$ cat src/rtl/ps2_scan_pkg.sv
package ps2_scan_pkg;

  typedef enum logic [2:0] {
    ST_IDLE      = 3'd0,
    ST_WAIT_LOW  = 3'd1,
    ST_SHIFT     = 3'd2,
    ST_WAIT_HIGH = 3'd3,
    ST_DONE      = 3'd4
  } rx_state_t;

  typedef struct packed {
    logic shift_en;
    logic cnt_clr;
    logic cnt_inc;
    logic load_out;
  } rx_ctrl_t;

endpackage

$ cat src/rtl/ps2_sync.sv
module ps2_sync #(
  parameter int W      = 2,
  parameter int STAGES = 2
) (
  input  logic         clk,
  input  logic         rst,
  input  logic [W-1:0] din,
  output logic [W-1:0] dout
);

  logic [W-1:0] stg [STAGES];

  always_ff @(posedge clk) begin
    if (rst) stg[0] <= '1;
    else     stg[0] <= din;
  end

  for (genvar s = 1; s < STAGES; s++) begin : g_stage
    always_ff @(posedge clk) begin
      if (rst) stg[s] <= '1;
      else     stg[s] <= stg[s-1];
    end
  end

  assign dout = stg[STAGES-1];

endmodule

$ cat src/rtl/ps2_scan_dp.sv
module ps2_scan_dp
  import ps2_scan_pkg::*;
#(
  parameter int DATA_BITS  = 8,
  parameter int FRAME_BITS = 11,
  parameter int FRAMES     = 3,
  localparam int TOTAL     = FRAME_BITS * FRAMES,
  localparam int CW        = $clog2(TOTAL + 1)
) (
  input  logic                 clk,
  input  logic                 rst,
  input  logic                 dat_s,
  input  rx_ctrl_t             ctrl,
  output logic                 cnt_done,
  output logic [CW-1:0]        cnt,
  output logic [DATA_BITS-1:0] code
);

  logic [FRAME_BITS-1:0] sreg;

  // newest bit enters at the top, older bits move toward bit 0
  always_ff @(posedge clk) begin
    if (rst)               sreg <= '0;
    else if (ctrl.shift_en) sreg <= {dat_s, sreg[FRAME_BITS-1:1]};
  end

  always_ff @(posedge clk) begin
    if (rst)               cnt <= '0;
    else if (ctrl.cnt_clr) cnt <= '0;
    else if (ctrl.cnt_inc) cnt <= cnt + 1'b1;
  end

  assign cnt_done = (cnt == CW'(TOTAL));

  // after the last frame: bit0 = start, bits DATA_BITS..1 = data, top = stop
  always_ff @(posedge clk) begin
    if (rst)                code <= '0;
    else if (ctrl.load_out) code <= sreg[DATA_BITS:1];
  end

endmodule

$ cat src/rtl/ps2_scan_ctrl.sv
module ps2_scan_ctrl
  import ps2_scan_pkg::*;
(
  input  logic     clk,
  input  logic     rst,
  input  logic     kclk_s,
  input  logic     cnt_done,
  output rx_ctrl_t ctrl,
  output logic     busy
);

  rx_state_t state, nxt;

  always_ff @(posedge clk) begin
    if (rst) state <= ST_IDLE;
    else     state <= nxt;
  end

  always_comb begin
    nxt  = state;
    ctrl = '0;
    unique case (state)
      ST_IDLE: begin
        ctrl.cnt_clr = 1'b1;
        if (!kclk_s) nxt = ST_SHIFT;
      end
      ST_WAIT_LOW: begin
        if (!kclk_s) nxt = ST_SHIFT;
      end
      ST_SHIFT: begin
        ctrl.shift_en = 1'b1;
        ctrl.cnt_inc  = 1'b1;
        nxt           = ST_WAIT_HIGH;
      end
      ST_WAIT_HIGH: begin
        if (kclk_s) nxt = cnt_done ? ST_DONE : ST_WAIT_LOW;
      end
      ST_DONE: begin
        ctrl.load_out = 1'b1;
        nxt           = ST_IDLE;
      end
      default: nxt = ST_IDLE;
    endcase
  end

  assign busy = (state != ST_IDLE);

endmodule

$ cat src/rtl/ps2_scan_rx.sv
module ps2_scan_rx
  import ps2_scan_pkg::*;
#(
  parameter int DATA_BITS   = 8,
  parameter int FRAME_BITS  = 11,
  parameter int FRAMES      = 3,
  parameter int SYNC_STAGES = 2,
  localparam int TOTAL      = FRAME_BITS * FRAMES,
  localparam int CW         = $clog2(TOTAL + 1)
) (
  input  logic                 clk,
  input  logic                 rst,
  input  logic                 kbd_clk_in,
  input  logic                 kbd_dat_in,
  output logic [DATA_BITS-1:0] code_out,
  output logic                 busy_out
);

  logic          kclk_s;
  logic          kdat_s;
  logic          cnt_done;
  logic [CW-1:0] bit_cnt;
  rx_ctrl_t      ctrl;

  ps2_sync #(.W(2), .STAGES(SYNC_STAGES)) u_sync (
    .clk  (clk),
    .rst  (rst),
    .din  ({kbd_clk_in, kbd_dat_in}),
    .dout ({kclk_s, kdat_s})
  );

  ps2_scan_dp #(
    .DATA_BITS (DATA_BITS),
    .FRAME_BITS(FRAME_BITS),
    .FRAMES    (FRAMES)
  ) u_dp (
    .clk     (clk),
    .rst     (rst),
    .dat_s   (kdat_s),
    .ctrl    (ctrl),
    .cnt_done(cnt_done),
    .cnt     (bit_cnt),
    .code    (code_out)
  );

  ps2_scan_ctrl u_ctrl (
    .clk     (clk),
    .rst     (rst),
    .kclk_s  (kclk_s),
    .cnt_done(cnt_done),
    .ctrl    (ctrl),
    .busy    (busy_out)
  );

endmodule

$ cat config.mk
export PLATFORM = sky130hd
export DESIGN_NAME = ps2_scan_rx
export DESIGN_NICKNAME = d
export VERILOG_FILES = /design/src/rtl/ps2_scan_pkg.sv /design/src/rtl/ps2_sync.sv /design/src/rtl/ps2_scan_dp.sv /design/src/rtl/ps2_scan_ctrl.sv /design/src/rtl/ps2_scan_rx.sv
export SDC_FILE = /design/constraint.sdc
export NUM_CORES = 1
export LEC_CHECK = 0
export BUFFER_PORTS_ARGS = -buffer_cell sky130_fd_sc_hd__buf_2
export CORE_MARGIN = 1.5
export CORE_UTILIZATION = 25
export DETAILED_ROUTE_END_ITERATION = 16
export MAX_ROUTING_LAYER = met4
export PLACE_DENSITY = 0.5
export REMOVE_ABC_BUFFERS = 1
export SYNTH_ARGS = -nofsm -noshare
export SYNTH_HDL_FRONTEND = slang
export SYNTH_SLANG_ARGS = --single-unit
$ cat constraint.sdc
create_clock -name clk -period 1.73 [get_ports clk]
set_clock_uncertainty 0.2 [all_clocks]
set_input_delay 0.0865 -clock clk [delete_from_list [all_inputs] [get_ports clk]]
set_output_delay 0.0865 -clock clk [all_outputs]
set_load 0.01 [all_outputs]
==> run_results.csv, run 1 <==
group,metric,value,unit
setup_path,worst_ep_arrival_time,1.54,ns
power,ir_drop,0.000506,V
cells_and_area,nFillCells,483,
clock_network,numCtsBuffers,5,
clock_network,h-tree-depth,2,
routing,ant_nets,0,
place,port_buffers,12,
routing,via_per_inst,4.43,
power,p_per_area,963,nW/um^2
clock_network,cts_buffer_depth,2,
min_path,worstHoldPathType,"in2reg",
clock_network,cts_tree,"done",
global_routing,overflow,0,
setup_path,path_max_fanout,7,
sta,fmax,654,MHz
routing,drt_iter0_markers,28,
floorplanning,io_pins,13,
outcome,outcome,"complete, no violations",
sta,hold_viol,0,
sta,period_share,88.4,%
power,leakage,0.484,nW
floorplanning,die_y,70.6,microns
synthesis,ys_warn_count,0,
cells_and_area,final_util,31.2,%
cells_and_area,area_growth,19.6,%
clock_network,path_clk_slew,0.06,ns
floorplanning,fp.dieW,70.6,microns
setup_path,critPathCaptureType,"flip-flop",
sta,worst_slew_pin_slew,0.405,ns
run,max_cap_viol_count,0,
global_routing,grt_first_pass_wirelength,3.56,mm
clock_network,clock_latency,0.28,ns
routing,routedWlPerCell,10.5,microns
routing,wirelength,2.06,mm
routing,vias,869,
setup_path,crit_path_start_kind,"flip-flop",
setup_path,worstSetupPathType,"reg2reg",
sta,rsz0062_at_grt,"no",
global_routing,first_global_vias,846,
synthesis,synth_area,1140,sq um
routing,drcViolationCount,0,
place,dp_hpwl,1.37,mm
cells_and_area,multi_input_area,489,sq um
sta,min_period,1.53,ns
clock_network,cts-root-buf,"clkbuf_8",
synthesis,synth_seq_cells,31,
cells_and_area,final_nets,149,
synthesis,synth_cell_types,22,
routing,firstDrtPassIters,6,
floorplanning,coreArea,4380,sq um
sta,drv_slew,0,
power,power,0.00132,W
cells_and_area,antenna_cells,0,
global_routing,grt_max_degree,27,
global_routing,antenna_found_initial,0,
floorplanning,initial_core_util,26.1,%
global_routing,track_usage,9.54,%
clock_network,cts_resized,0,
setup_path,crit_required,1.74,ns
place,place.gp.congestion,0.716,
sta,finalSetupViolCount,0,
synthesis,seq_area_frac_synth,54.3,%
floorplanning,rows,24,
cells_and_area,drive_gt1_share,18.1,%
sta,slew_headroom,73.0,%
floorplanning,fp.dieArea,4980,sq um
synthesis,syn_inst,125,
cells_and_area,seqCellArea,621,sq um
clock_network,clkSinkCount,31,
synthesis,synth_area_per_cell,9.14,sq um
[registers in the layout, indices dropped and copies added, names as in the netlist]
name,count
u_dp.sreg,10
u_dp.cnt,6
u_ctrl.state,3
u_sync.stg,4
u_dp.code,8
[kinds of logic (layout without fill, tap and decap cells)]
family / Yosys count / in the layout / synth area share [%]
simple gates: 55 / 55 / 23.9
flops: 31 / 31 / 54.3
compound gates: 20 / 20 / 8.98
mux: 8 / 8 / 7.01
buf+inv: 8 / 27 / 2.85
fa+ha+maj: 2 / 2 / 2.19
xor+xnor: 1 / 1 / 0.767
[worst max-delay path: stages, from the launching register on]
cell and delay, ns:
dfxtp_1 0.41, or3b_1 0.40, or3_1 0.31, a21oi_1 0.14
[synth_stat cells]
| master | n | area [sq um] |
|---|---|---|
| nor2_1 | 13 | 48.8 |
| or3b_1 | 1 | 8.76 |
| nand4bb_1 | 1 | 11.3 |
| ha_1 | 2 | 25.0 |
| nand2_1 | 23 | 86.3 |
| o21ai_0 | 4 | 20.0 |
| a211oi_1 | 1 | 7.51 |
| or3_1 | 5 | 31.3 |
| mux2i_1 | 8 | 80.1 |
| inv_1 | 2 | 7.51 |
| buf_2 | 2 | 10.0 |
| nand2b_1 | 1 | 6.26 |
| xnor2_1 | 1 | 8.76 |
| nor3b_1 | 2 | 15.0 |
| clkbuf_1 | 4 | 15.0 |
| or2_2 | 4 | 25.0 |
| dfxtp_1 | 31 | 621 |
| nor3b_2 | 1 | 12.5 |
| nand4b_1 | 1 | 8.76 |
| a21oi_1 | 15 | 75.1 |
| nand4_1 | 1 | 6.26 |
| nor4_1 | 2 | 12.5 |
[per-stage QoR]
stage	setup TNS [ns]	hold WS [ns]	area, sq um	cells	setup WS (ns)
detailed placement	0	0.0761	1260	186	0.217
floorplan	-1.92	-0.0444	1120	119	-0.240
global route	0	0.0309	1370	196	0.0835
finish	0	0.00743	1370	196	0.201
global placement	0	0.0722	1260	186	0.261
CTS	0	0.00957	1370	196	0.202
[timing repair]
action                                  4_1_cts  5_1_grt
buffers inserted                              0        0
endpoints found under the setup margin        0        0
endpoints found under the hold margin         2        0
hold buffers                                  2        0
[final cells by class]
| type | count | share of cell area [%] |
|---|---|---|
| timing repair buffer | 17 | 7.51 |
| inverter | 2 | 0.549 |
| multi-input combinational | 86 | 35.8 |
| clock buffer | 7 | 5.59 |
| sequential | 31 | 45.4 |
| clock inverter | 1 | 0.366 |
| tap | 52 | 4.76 |
[path summary, 6_finish.rpt]
check | end | start | cells after the start | slack [ns]
setup / recovery | u_dp.cnt[2]$_SDFFE_PP0N_ | u_ctrl.state[1]$_SDFFE_PP0P_ | 3 | 0.20
hold / removal | u_dp.code[4]$_SDFFE_PP0N_ | rst | 2 | 0.007
setup reg to reg | u_dp.cnt[2]$_SDFFE_PP0N_ | u_ctrl.state[1]$_SDFFE_PP0P_ | 3 | 0.20
hold reg to reg | u_sync.stg[1][0]$_SDFF_PP1_ | u_sync.stg[0][0]$_SDFF_PP1_ | 1 | 0.22
[cells in the final DEF, fill, tap and decap left out, drive strengths merged, types with 3 or more instances in the layout]
cell type   n
nand2      23
clkbuf      7
o21ai       4
buf        15
nor2       13
or2         4
nor3b       3
a21oi      15
mux2i       8
dfxtp      31
or3         5
[per-layer routing]
layer  global-route usage (%)  share of wire (%)
met5                        -                  0
met4                     5.24                2.2
met2                     15.0                 46
met3                     3.85                4.0
met1                     10.3                 48
[power breakdown]
part	internal, W	switching, W	total, W
clock	0.000282	0.000254	0.000535
combinational	0.0000208	0.0000291	0.0000499
sequential	0.000723	0.00000724	0.000730
No activity file was read; power rests on OpenSTA's default activity.
==> run 2: changes to the inputs <==
CORE_MARGIN = 1   (was 1.5)
CTS_BUF_LIST = sky130_fd_sc_hd__clkbuf_8   (was not set)
==> run 2 against run 1 <==
  * Worst setup slack worse by 0.0063 ns
  * Highest routed layer unchanged
  * Critical endpoint is now u_dp.code[0]$_SDFFE_PP0N_
  * Register-to-register slack barely moved
  * Die area decreased by 2.8%
  * Via count down 0.81%
==> run_results.csv, run 2 (synthesized netlist as in run 1, its figures left out) <==
group,metric,value,unit
floorplanning,fp.dieW,69.6,microns
routing,wirelength,2.01,mm
setup_path,crit_required,1.68,ns
sta,finalSetupViolCount,0,
min_path,worstHoldPathType,"in2reg",
global_routing,grt_first_pass_wirelength,3.61,mm
cells_and_area,final_nets,149,
cells_and_area,final_cell_mix,"dfxtp_1 (31), nand2_1 (23), a21oi_1 (15)",
sta,whs,0.0258,ns
setup_path,slowest_stage,"dfxtp_1",
clock_network,clock_latency,0.27,ns
routing,via_per_inst,4.42,
floorplanning,rows,24,
sta,rsz0062_at_grt,"no",
floorplanning,initial_core_util,26.1,%
sta,drv_slew,0,
place,post_dp_cell_area,1260,sq um
setup_path,critPathCaptureType,"flip-flop",
place,port_buffers,12,
cells_and_area,area_growth,20.2,%
place,dp_cells,186,
setup_path,cp_top_family,"flip-flops",
clock_network,h-tree-depth,2,
cells_and_area,antenna_cells,0,
clock_network,cts_tree,"done",
power,leakage,0.489,nW
power,ir_drop,0.000530,V
cells_and_area,final_cells,195,
sta,period_share,88.8,%
clock_network,path_clk_slew,0.06,ns
setup_path,path_max_fanout,8,
clock_network,clkSinkCount,31,
clock_network,cts_resized,0,
cells_and_area,top_register,"u_dp.sreg",
routing,ant_nets,0,
global_routing,antenna_found_initial,0,
setup_path,crit_path_start_kind,"flip-flop",
floorplanning,die_y,69.6,microns
global_routing,track_usage,9.99,%
sta,fmax,651,MHz
global_routing,overflow,0,
setup_path,path_cells,"nor3b_1 > buf_4 > mux2i_1 > nor2_1",
power,p_per_area,972,nW/um^2
routing,vias,862,
sta,slew_headroom,71.3,%
setup_path,worst_ep_arrival_time,1.48,ns
floorplanning,io_pins,13,
run,max_cap_viol_count,0,
setup_path,cpPeakStageDelay,0.45,ns
routing,drcViolationCount,0,
cells_and_area,final_common_cell,"dfxtp_1",
sta,hold_viol,0,
routing,routedWlPerCell,10.3,microns
cells_and_area,drive_gt1_share,18.9,%
clock_network,cts_buffer_depth,2,
clock_network,numCtsBuffers,5,
outcome,outcome,"complete, no violations",
setup_path,worstSetupPathType,"reg2reg",
cells_and_area,largestRegisters,"u_dp.sreg (10), u_dp.code (8), u_dp.cnt (6)",
cells_and_area,fin_area,1370,sq um
clock_network,post_cts_buffers,0,
cells_and_area,largest_register_ffs,10,
global_routing,first_global_vias,815,
routing,drt_iter0_markers,16,
setup_path,cp.buffers_inverters,1,
floorplanning,coreArea,4380,sq um
place,dp_hpwl,1.29,mm
place,place.gp.congestion,0.715,
clock_network,cts-root-buf,"clkbuf_8",
global_routing,grt_max_degree,27,
sta,min_period,1.54,ns
cells_and_area,final_util,31.3,%
routing,firstDrtPassIters,4,
sta,worst_slew_pin_slew,0.430,ns
floorplanning,fp.dieArea,4840,sq um
-- run 2: repair_timing --
| action | in CTS | in global routing |
|---|---|---|
| endpoints found under the hold margin | 2 | 0 |
| hold buffers | 2 | 0 |
| setup endpoints to repair | 0 | 0 |
-- run 2: power by group --
part	switching (W)	leakage, nW	total, W	internal, W
Combinational	0.0000295	0.191	0.0000503	0.0000208
Sequential	0.00000725	0.251	0.000730	0.000723
Clock	0.000242	0.0470	0.000553	0.000311
Total	0.000279	0.489	0.00133	0.00106
-- run 2: path summary, 6_finish.rpt --
path | from | slack (ns) | to | cells past startpoint
hold / removal | rst | 0.03 | u_dp.code[3]$_SDFFE_PP0N_ | 2
setup / recovery | u_ctrl.state[2]$_SDFFE_PP0P_ | 0.19 | u_dp.code[0]$_SDFFE_PP0N_ | 4
setup reg to reg | u_ctrl.state[2]$_SDFFE_PP0P_ | 0.19 | u_dp.code[0]$_SDFFE_PP0N_ | 4
hold reg to reg | u_sync.stg[0][0]$_SDFF_PP1_ | 0.22 | u_sync.stg[1][0]$_SDFF_PP1_ | 1
-- run 2: per-layer routing --
layer / global-route usage, % / routed length (microns)
met5: - / 0
met4: 4.08 / 12
met3: 4.80 / 85
met2: 15.1 / 914
met1: 11.3 / 1000
-- run 2: layout make-up --
| class | count | area [sq um] |
|---|---|---|
| Clock inverter | 1 | 5.00 |
| Fill cell | 469 | 3010 |
| Clock buffer | 6 | 82.6 |
| Tap cell | 52 | 65.1 |
| Inverter | 2 | 7.51 |
| Multi-Input combinational cell | 86 | 489 |
| Sequential cell | 31 | 621 |
| Timing Repair Buffer | 17 | 103 |
-- run 2: worst reg2reg max path, delay by kind of cell, from the launching register on --
family | cells | cell delay, ns
buf+inv | 1 | 0.25
flops | 1 | 0.45
mux | 1 | 0.20
simple gates | 2 | 0.31
-- run 2: metrics by stage --
stage,setup TNS (ns),worst slack (ns),total power (W)
after floorplan,-1.92,-0.240,0.000769
after global placement,0,0.260,0.000792
after detailed placement,0,0.185,0.000793
after CTS,0,0.168,0.00136
after global routing,0,0.0566,0.00140
final,0,0.194,0.00133
==> run 3: changes to the inputs <==
RECOVER_POWER = 100   (was not set)
==> run 3 against run 2 <==
  * Worst setup slack improved by 0.0013 ns
  * Register-to-register slack barely moved
  * Design area fell by 1.2%
  * Clock-buffer cell count did not move
  * Routed wire length fell by 0.55%
  * Final cell count did not move
  * Die area did not move
  * Via count did not move
  * Critical path type unchanged
  * Largest cell class unchanged
  * Highest routed layer unchanged
==> run_results.csv, run 3 (synthesized netlist as in run 1, its figures left out) <==
group,metric,value,unit
global_routing,track_usage,9.99,%
setup_path,worstSetupPathType,"reg2reg",
place,dp_hpwl,1.29,mm
sta,fmax,652,MHz
setup_path,worst_ep_arrival_time,1.48,ns
clock_network,h-tree-depth,2,
clock_network,clock_latency,0.27,ns
routing,drt_iter0_markers,14,
setup_path,ff2ff_setup_slack,0.20,ns
floorplanning,fp.dieW,69.6,microns
floorplanning,rows,24,
cells_and_area,antenna_cells,0,
setup_path,reg2reg_depth,4,
power,ir_drop,0.000529,V
global_routing,overflow,0,
cells_and_area,nFillCells,477,
sta,period_share,88.7,%
cells_and_area,drive_gt1_share,12.6,%
sta,whs,0.0244,ns
sta,finalSetupViolCount,0,
routing,firstDrtPassIters,4,
setup_path,cp.buffers_inverters,1,
cells_and_area,final_cell_mix,"dfxtp_1 (31), nand2_1 (23), a21oi_1 (15)",
global_routing,grt_max_degree,27,
place,place.gp.congestion,0.715,
setup_path,path_max_fanout,10,
clock_network,cts_resized,0,
setup_path,cpPeakStageDelay,0.42,ns
sta,rsz0062_at_grt,"no",
setup_path,startpoint,"u_ctrl.state[1]$_SDFFE_PP0P_",
cells_and_area,area_growth,18.7,%
routing,routedWlPerCell,10.3,microns
setup_path,crit_required,1.67,ns
sta,drv_slew,0,
global_routing,first_global_vias,815,
cells_and_area,final_nets,149,
routing,wirelength,2.00,mm
routing,drcViolationCount,0,
floorplanning,io_pins,13,
cells_and_area,final_common_cell,"dfxtp_1",
routing,vias,862,
place,port_buffers,12,
setup_path,r2r-start,"u_ctrl.state[1]$_SDFFE_PP0P_",
global_routing,grt_first_pass_wirelength,3.61,mm
sta,hold_viol,0,
floorplanning,coreArea,4380,sq um
power,p_per_area,982,nW/um^2
clock_network,cts-root-buf,"clkbuf_8",
min_path,worstHoldPathType,"in2reg",
power,leakage,0.449,nW
setup_path,critPathCaptureType,"flip-flop",
setup_path,path_cells,"or3b_1 > clkbuf_2 > nand2_1 > a21oi_1",
setup_path,endpoint,"u_dp.sreg[6]$_SDFFE_PP0N_",
sta,slew_headroom,71.5,%
setup_path,r2r_end,"u_dp.sreg[6]$_SDFFE_PP0N_",
routing,via_per_inst,4.42,
cells_and_area,largest_register_ffs,10,
setup_path,crit_path_start_kind,"flip-flop",
floorplanning,die_y,69.6,microns
power,power,0.00133,W
sta,fin_ws,0.196,ns
floorplanning,fp.dieArea,4840,sq um
global_routing,antenna_found_initial,0,
cells_and_area,top_register,"u_dp.sreg",
sta,min_period,1.53,ns
sta,worst_slew_pin_slew,0.427,ns
clock_network,cts_buffer_depth,2,
outcome,outcome,"complete, no violations",
clock_network,clkSinkCount,31,
setup_path,slowest_stage,"dfxtp_1",
min_path,whs_path_depth,2,
setup_path,cp_top_family,"simple AND/OR/NAND/NOR gates",
place,post-place-ws,0.185,ns
clock_network,path_clk_slew,0.06,ns
clock_network,numCtsBuffers,5,
floorplanning,initial_core_util,26.1,%
run,max_cap_viol_count,0,
setup_path,cp.depth,4,
routing,ant_nets,0,
clock_network,cts_tree,"done",
cells_and_area,largestRegisters,"u_dp.sreg (10), u_dp.code (8), u_dp.cnt (6)",
[run 3: cell count changes in the layout (fill, tap and decap cells not counted), sizes merged]
| cell | previous run | this run |
|---|---|---|
| buf | 15 | 4 |
| clkbuf | 6 | 17 |
[run 3: final cells by class]
class,instances,area [sq um],share of cell area [%]
timing repair buffer,17,86.3,6.37
tap,52,65.1,4.80
multi-input combinational,86,489,36.1
sequential,31,621,45.8
clock buffer,6,82.6,6.09
inverter,2,7.51,0.554
clock inverter,1,5.00,0.369
[run 3: worst min path at each step]
stage                     startpoint                           to  slack (ns)
after global placement    kbd_clk_in  u_sync.stg[0][1]$_SDFF_PP1_        0.07
final                            rst    u_dp.code[3]$_SDFFE_PP0N_        0.02
after global routing             rst    u_dp.code[5]$_SDFFE_PP0N_        0.04
after CTS                        rst    u_dp.code[5]$_SDFFE_PP0N_        0.01
after detailed placement  kbd_clk_in  u_sync.stg[0][1]$_SDFF_PP1_        0.07
after floorplan                  rst   u_dp.sreg[10]$_SDFFE_PP0N_       -0.04
[run 3: per-layer routing]
layer  GRT usage, %  up-vias  part of all wire (%)
li1               -      453                     -
met4           4.08        0                  0.60
met1           11.3      390                    50
met3           4.80        2                   4.1
met2           15.1       17                    46
met5              -        -                     0
[run 3: power breakdown]
part	internal (W)	leakage, nW	total, W	switching, W
sequential	0.000723	0.251	0.000730	0.00000720
clock	0.000311	0.0470	0.000553	0.000242
combinational	0.0000187	0.151	0.0000480	0.0000294
[run 3: per-stage QoR]
| step | utilization (%) | area, sq um | cells | setup TNS (ns) |
|---|---|---|---|---|
| 6_report | 30.9 | 1360 | 195 | 0 |
| 5_1_grt | 30.9 | 1360 | 195 | 0 |
| 4_1_cts | 31.3 | 1370 | 195 | 0 |
| 3_5_place_dp | 28.9 | 1260 | 186 | 0 |
| 3_3_place_gp | 28.9 | 1260 | 186 | 0 |
| 2_1_floorplan | - | 1120 | 119 | -1.92 |
[run 3: repair_timing]
item                      4_1_cts  5_1_grt
setup buffers                   0        0
hold endpoints to repair        2        0
hold buffers                    2        0
